$ cat src/rtl/subdec_pkg.sv
package subdec_pkg;

  typedef enum logic [1:0] {
    ST_IDLE   = 2'd0,
    ST_DECODE = 2'd1,
    ST_IGNORE = 2'd2,
    ST_CLAIM  = 2'd3
  } sd_state_e;

  localparam int NUM_EXCL = 4;

  // Command codes that must never be taken by default
  localparam logic [3:0] CMD_INTACK  = 4'b0000;
  localparam logic [3:0] CMD_SPECIAL = 4'b0001;
  localparam logic [3:0] CMD_CFG_RD  = 4'b1010;
  localparam logic [3:0] CMD_CFG_WR  = 4'b1011;

  function automatic logic [3:0] excl_code(input int idx);
    case (idx)
      0:       excl_code = CMD_INTACK;
      1:       excl_code = CMD_SPECIAL;
      2:       excl_code = CMD_CFG_RD;
      default: excl_code = CMD_CFG_WR;
    endcase
  endfunction

endpackage

$ cat src/rtl/subdec_cmd_filter.sv
module subdec_cmd_filter #(
  parameter int CMD_W = 4
) (
  input  logic [CMD_W-1:0] cmd,
  output logic             claimable
);
  import subdec_pkg::*;

  logic [NUM_EXCL-1:0] hit;

  genvar gi;
  generate
    for (gi = 0; gi < NUM_EXCL; gi++) begin : g_excl
      assign hit[gi] = (cmd == CMD_W'(excl_code(gi)));
    end
  endgenerate

  assign claimable = ~|hit;
endmodule

$ cat src/rtl/subdec_window_timer.sv
module subdec_window_timer #(
  parameter int WINDOW = 3
) (
  input  logic clk,
  input  logic rst,
  input  logic clear,
  input  logic step,
  output logic expired
);
  localparam int CW = $clog2(WINDOW + 1);
  localparam logic [CW-1:0] LAST = CW'(WINDOW);

  logic [CW-1:0] cnt_q;

  always_ff @(posedge clk) begin
    if (rst || clear) begin
      cnt_q <= '0;
    end else if (step && cnt_q != LAST) begin
      cnt_q <= cnt_q + 1'b1;
    end
  end

  assign expired = (cnt_q == LAST);
endmodule

$ cat src/rtl/subdec_bus_monitor.sv
module subdec_bus_monitor (
  input  logic clk,
  input  logic rst,
  input  logic frame_n,
  input  logic irdy_n,
  output logic idle_now,
  output logic was_idle
);
  assign idle_now = frame_n & irdy_n;

  // Cleared by reset so a cycle already running at release is not taken
  always_ff @(posedge clk) begin
    if (rst) begin
      was_idle <= 1'b0;
    end else begin
      was_idle <= idle_now;
    end
  end
endmodule

$ cat src/rtl/subdec_claim.sv
module subdec_claim #(
  parameter int ADDR_W = 32,
  parameter int CMD_W  = 4,
  parameter int WINDOW = 3
) (
  input  logic              clk,
  input  logic              rst,
  input  logic              decode_off,
  input  logic              frame_n,
  input  logic              irdy_n,
  input  logic              devsel_in_n,
  input  logic [ADDR_W-1:0] ad,
  input  logic [CMD_W-1:0]  cbe_n,
  output logic              devsel_out_n,
  output logic              fwd_valid,
  output logic [ADDR_W-1:0] fwd_addr,
  output logic [CMD_W-1:0]  fwd_cmd
);
  import subdec_pkg::*;

  sd_state_e state_q;
  logic      claimable;
  logic      expired;
  logic      idle_now;
  logic      was_idle;
  logic      start;

  subdec_cmd_filter #(.CMD_W(CMD_W)) u_filter (
    .cmd       (cbe_n),
    .claimable (claimable)
  );

  subdec_window_timer #(.WINDOW(WINDOW)) u_timer (
    .clk     (clk),
    .rst     (rst),
    .clear   (state_q != ST_DECODE),
    .step    (state_q == ST_DECODE),
    .expired (expired)
  );

  subdec_bus_monitor u_mon (
    .clk      (clk),
    .rst      (rst),
    .frame_n  (frame_n),
    .irdy_n   (irdy_n),
    .idle_now (idle_now),
    .was_idle (was_idle)
  );

  assign start = ~frame_n & was_idle;

  always_ff @(posedge clk) begin
    if (rst) begin
      state_q      <= ST_IDLE;
      devsel_out_n <= 1'b1;
      fwd_valid    <= 1'b0;
      fwd_addr     <= '0;
      fwd_cmd      <= '0;
    end else begin
      fwd_valid <= 1'b0;
      case (state_q)
        ST_IDLE: begin
          if (start) begin
            fwd_addr <= ad;
            fwd_cmd  <= cbe_n;
            state_q  <= (decode_off || !claimable) ? ST_IGNORE : ST_DECODE;
          end
        end
        ST_DECODE: begin
          if (idle_now) begin
            state_q <= ST_IDLE;
          end else if (decode_off) begin
            state_q <= ST_IGNORE;
          end else if (expired) begin
            state_q      <= ST_CLAIM;
            devsel_out_n <= 1'b0;
            fwd_valid    <= 1'b1;
          end else if (!devsel_in_n) begin
            state_q <= ST_IGNORE;
          end
        end
        ST_IGNORE: begin
          if (idle_now) state_q <= ST_IDLE;
        end
        default: begin
          if (idle_now) begin
            devsel_out_n <= 1'b1;
            state_q      <= ST_IDLE;
          end
        end
      endcase
    end
  end
endmodule

$ cat config.mk
export PLATFORM = sky130hd
export DESIGN_NAME = subdec_claim
export DESIGN_NICKNAME = d
export VERILOG_FILES = /design/src/rtl/subdec_pkg.sv /design/src/rtl/subdec_cmd_filter.sv /design/src/rtl/subdec_window_timer.sv /design/src/rtl/subdec_bus_monitor.sv /design/src/rtl/subdec_claim.sv
export SDC_FILE = /design/constraint.sdc
export NUM_CORES = 1
export LEC_CHECK = 0
export BUFFER_PORTS_ARGS = -buffer_cell sky130_fd_sc_hd__buf_2
export CORE_ASPECT_RATIO = 0.5
export CORE_MARGIN = 4
export CORE_UTILIZATION = 45
export DETAILED_ROUTE_END_ITERATION = 12
export PLACE_DENSITY = 0.77
export SYNTH_ARGS = -nofsm -noshare
export SYNTH_HDL_FRONTEND = slang
export SYNTH_SLANG_ARGS = --single-unit
export TNS_END_PERCENT = 5
$ cat constraint.sdc
create_clock -name clk -period 2.15 [get_ports clk]
set_clock_uncertainty 0.15 [all_clocks]
set_input_delay 0.1075 -clock clk [delete_from_list [all_inputs] [get_ports clk]]
set_output_delay 0.1075 -clock clk [all_outputs]
set_load 0.02 [all_outputs]
==> impl_metrics.json <==
{
  "grt-ovfl-total": 0,
  "final_util_pct": 72.0,
  "crit_start": "state_q[0]",
  "drive_gt1_share_pct": 29.2,
  "yosys.area.top_type": "dfxtp_1",
  "gp_congestion": 0.829,
  "pwr-share-comb_pct": 12.8,
  "r2r_setup_slack_ps": 280,
  "whs_endpoint": "u_mon.was_idle",
  "viasPerCell": 4.69,
  "reg2reg_from": "state_q[0]",
  "power.share.sequential_pct": 54.6,
  "rr_worst_depth": 5,
  "synthArstFlopShare_pct": 0,
  "p_leak_uw": 0.00112,
  "timing.final.crit_share_pct": 86.9,
  "initial_core_util_pct": 48.2,
  "synth_cell_type_count": 26,
  "clock-root-buffer": "clkbuf_8",
  "ys.flop_type": "dfxtp_1",
  "synth_area_leaders": "dfxtp_1 (51%), nand2_1 (17%), a21oi_1 (12%)",
  "min_path_cells": 3,
  "diodes": 0,
  "clock_power_share_pct": 32.6,
  "clkLatencyLatePin_ps": 290,
  "rr_endpoint": "devsel_out_n",
  "cp.arrival_ps": 1900,
  "highest_layer": "met4",
  "switching_share_pct": 24.0,
  "wire_per_inst_um": 12.2,
  "status": "finished clean",
  "fin_cells": 369,
  "ctsHtreeMaxLevel": 2,
  "period_needed_ps": 1870,
  "avgSynthCellArea_um2": 8.37,
  "internal-power_uw": 1140,
  "final-max-slew-violation-count": 0,
  "synth_edf_count": 0,
  "ys_seq_area_share_pct": 50.7,
  "cts.clk_slew.worst_paths_ps": 80,
  "fmax_mhz": 535,
  "rows": 15,
  "ant_nets": 0,
  "grt_pass1_vias": 1717,
  "max_cap_violations": 0,
  "die_area_um2": 4880,
  "critPathKind": "reg -> reg",
  "port_buffers": 79,
  "total_power_uw": 1500,
  "yosysWarnings": 0,
  "stdcell_area_um2": 2540,
  "cp_slowest_cell": "dfxtp_1",
  "finalHoldViolCount": 0,
  "cp_top_family": "flip-flops",
  "slew_headroom_pct": 51.4,
  "post_dp_cell_area_um2": 2080,
  "dr_wl_met2_mm": 2.28,
  "syn2layout_area_growth_pct": 49.4,
  "endpoint_kind": "flip-flop",
  "grt_max_degree": 42,
  "syn-num-nets": 247,
  "numCtsBuffers": 5,
  "antenna_found_initial": 0,
  "worst_setup_path_start_kind": "flip-flop",
  "crit_required_ps": 2190,
  "cp_max_fo": 11,
  "hp-start": "irdy_n",
  "die_x_um": 94.9,
  "core_um2": 3530,
  "drt-met1-wl_mm": 1.90,
  "nNetsFinal": 361,
  "num_io_pins": 80,
  "grt_pass1_wl_mm": 7.33,
  "post-dp-hpwl_mm": 2.66,
  "power_density_nw_per_um2": 592,
  "tns_ps": 0,
  "placedCellCount": 323,
  "first_iter_violations": 80,
  "dr.pass1.iters": 4,
  "worst-path-buf-inv": 0,
  "power_switching_uw": 361,
  "ir_drop_v": 0.000422,
  "cp_cell_sequence": "nor2b_1 -> ha_1 -> nor3b_1 -> nand2b_1 -> a221o_1",
  "clkSinkCount": 43,
  "synth_area_um2": 1700,
  "clk_path_buf_depth": 2,
  "post-route-drc-count": 0,
  "routed-via-count": 1731,
  "setup_viol": 0,
  "max_stage_delay_ps": 550,
  "rsz0062_at_grt": "false",
  "synthCells": 203,
  "drt-total-wl_mm": 4.50,
  "grt_usage_pct": 19.4,
  "hp-class": "in -> reg",
  "wl_met3_um": 276,
  "yosysTopAreaCellShare_pct": 50.7,
  "cts_resized": 0,
  "ys_ff_latch": 43,
  "cts_tree": "built",
  "worst_slew_pin_slew_ps": 729,
  "die_y_um": 51.5
}
## worst min-delay path: cells and delay by family
family	cells	cell delay (ps)
simple gates	2	210
buf+inv	1	120
## registers in the layout, indices dropped and copies added (netlist names)
name / count
fwd_addr: 32
fwd_cmd: 4
state_q: 2
u_timer.cnt_q: 2
devsel_out_n: 1
fwd_valid: 1
u_mon.was_idle: 1
## metrics by stage
stage | setup WS, ps | hold WS [ps]
after floorplan | 426 | 93.5
after global placement | 361 | 197
after detailed placement | 301 | 204
after CTS | 280 | 36.9
after global routing | 142 | 67.3
final | 282 | 48.4
## cells in the mapped netlist, drive strengths merged (2+ instances only)
cell type,instances
nand2,75
buf,9
o21bai,2
dfxtp,43
xor2,2
nor2,7
clkbuf,4
a21oi,41
or2,2
ha,2
nand2b,4
## area by class of cell
class / instances / area (um^2)
Clock buffer: 7 / 76.3
Tap cell: 51 / 63.8
Clock inverter: 1 / 5.00
Timing Repair Buffer: 120 / 798
Sequential cell: 43 / 861
Multi-Input combinational cell: 147 / 734
Fill cell: 273 / 990
## worst max-delay path by stage
stage | cells past startpoint | end | slack, ps
final | 5 | devsel_out_n | 280
after global routing | 5 | devsel_out_n | 140
after CTS | 5 | devsel_out_n | 280
after detailed placement | 5 | devsel_out_n | 300
after global placement | 5 | devsel_out_n | 360
after floorplan | 6 | devsel_out_n | 430
## timing repair
item,CTS,global route
endpoints found under the setup margin,0,0
setup buffers,0,0
hold endpoints to repair,37,0
hold buffers,38,0
## power groups by stage
| stage | clock network [uW] | registers, uW | logic [uW] |
|---|---|---|---|
| detailed placement | 0 | 840 | 137 |
| global route | 540 | 823 | 211 |
| floorplan | 0 | 857 | 60.7 |
| finish | 490 | 821 | 193 |
| global placement | 0 | 839 | 134 |
| CTS | 511 | 821 | 191 |
## cells by family (layout without fill, tap and decap cells)
kind of cell / after synthesis / in the layout / share of synthesized area, %
compound gates: 48 / 48 / 16.3
fa+ha+maj: 2 / 2 / 1.47
mux: 1 / 1 / 0.589
flops: 43 / 43 / 50.7
xor+xnor: 2 / 2 / 1.03
buf+inv: 13 / 128 / 6.11
simple gates: 94 / 94 / 23.8
## metal layers
| metal | track usage (%) | vias up |
|---|---|---|
| met5 | 0 | - |
| met4 | 6.46 | 0 |
| met3 | 5.74 | 5 |
| met2 | 37.7 | 47 |
| met1 | 20.1 | 787 |
| li1 | - | 892 |
## layout by cell type, fill, tap and decap left out, drive strengths merged, types with 4 or more instances in the layout
cell type and n:
a21oi 41, buf 82, clkbuf 7, dfxtp 43
dlygate4sd3 38, nand2 75, nand2b 4, nor2 7
(Power assumes the default switching activity.)
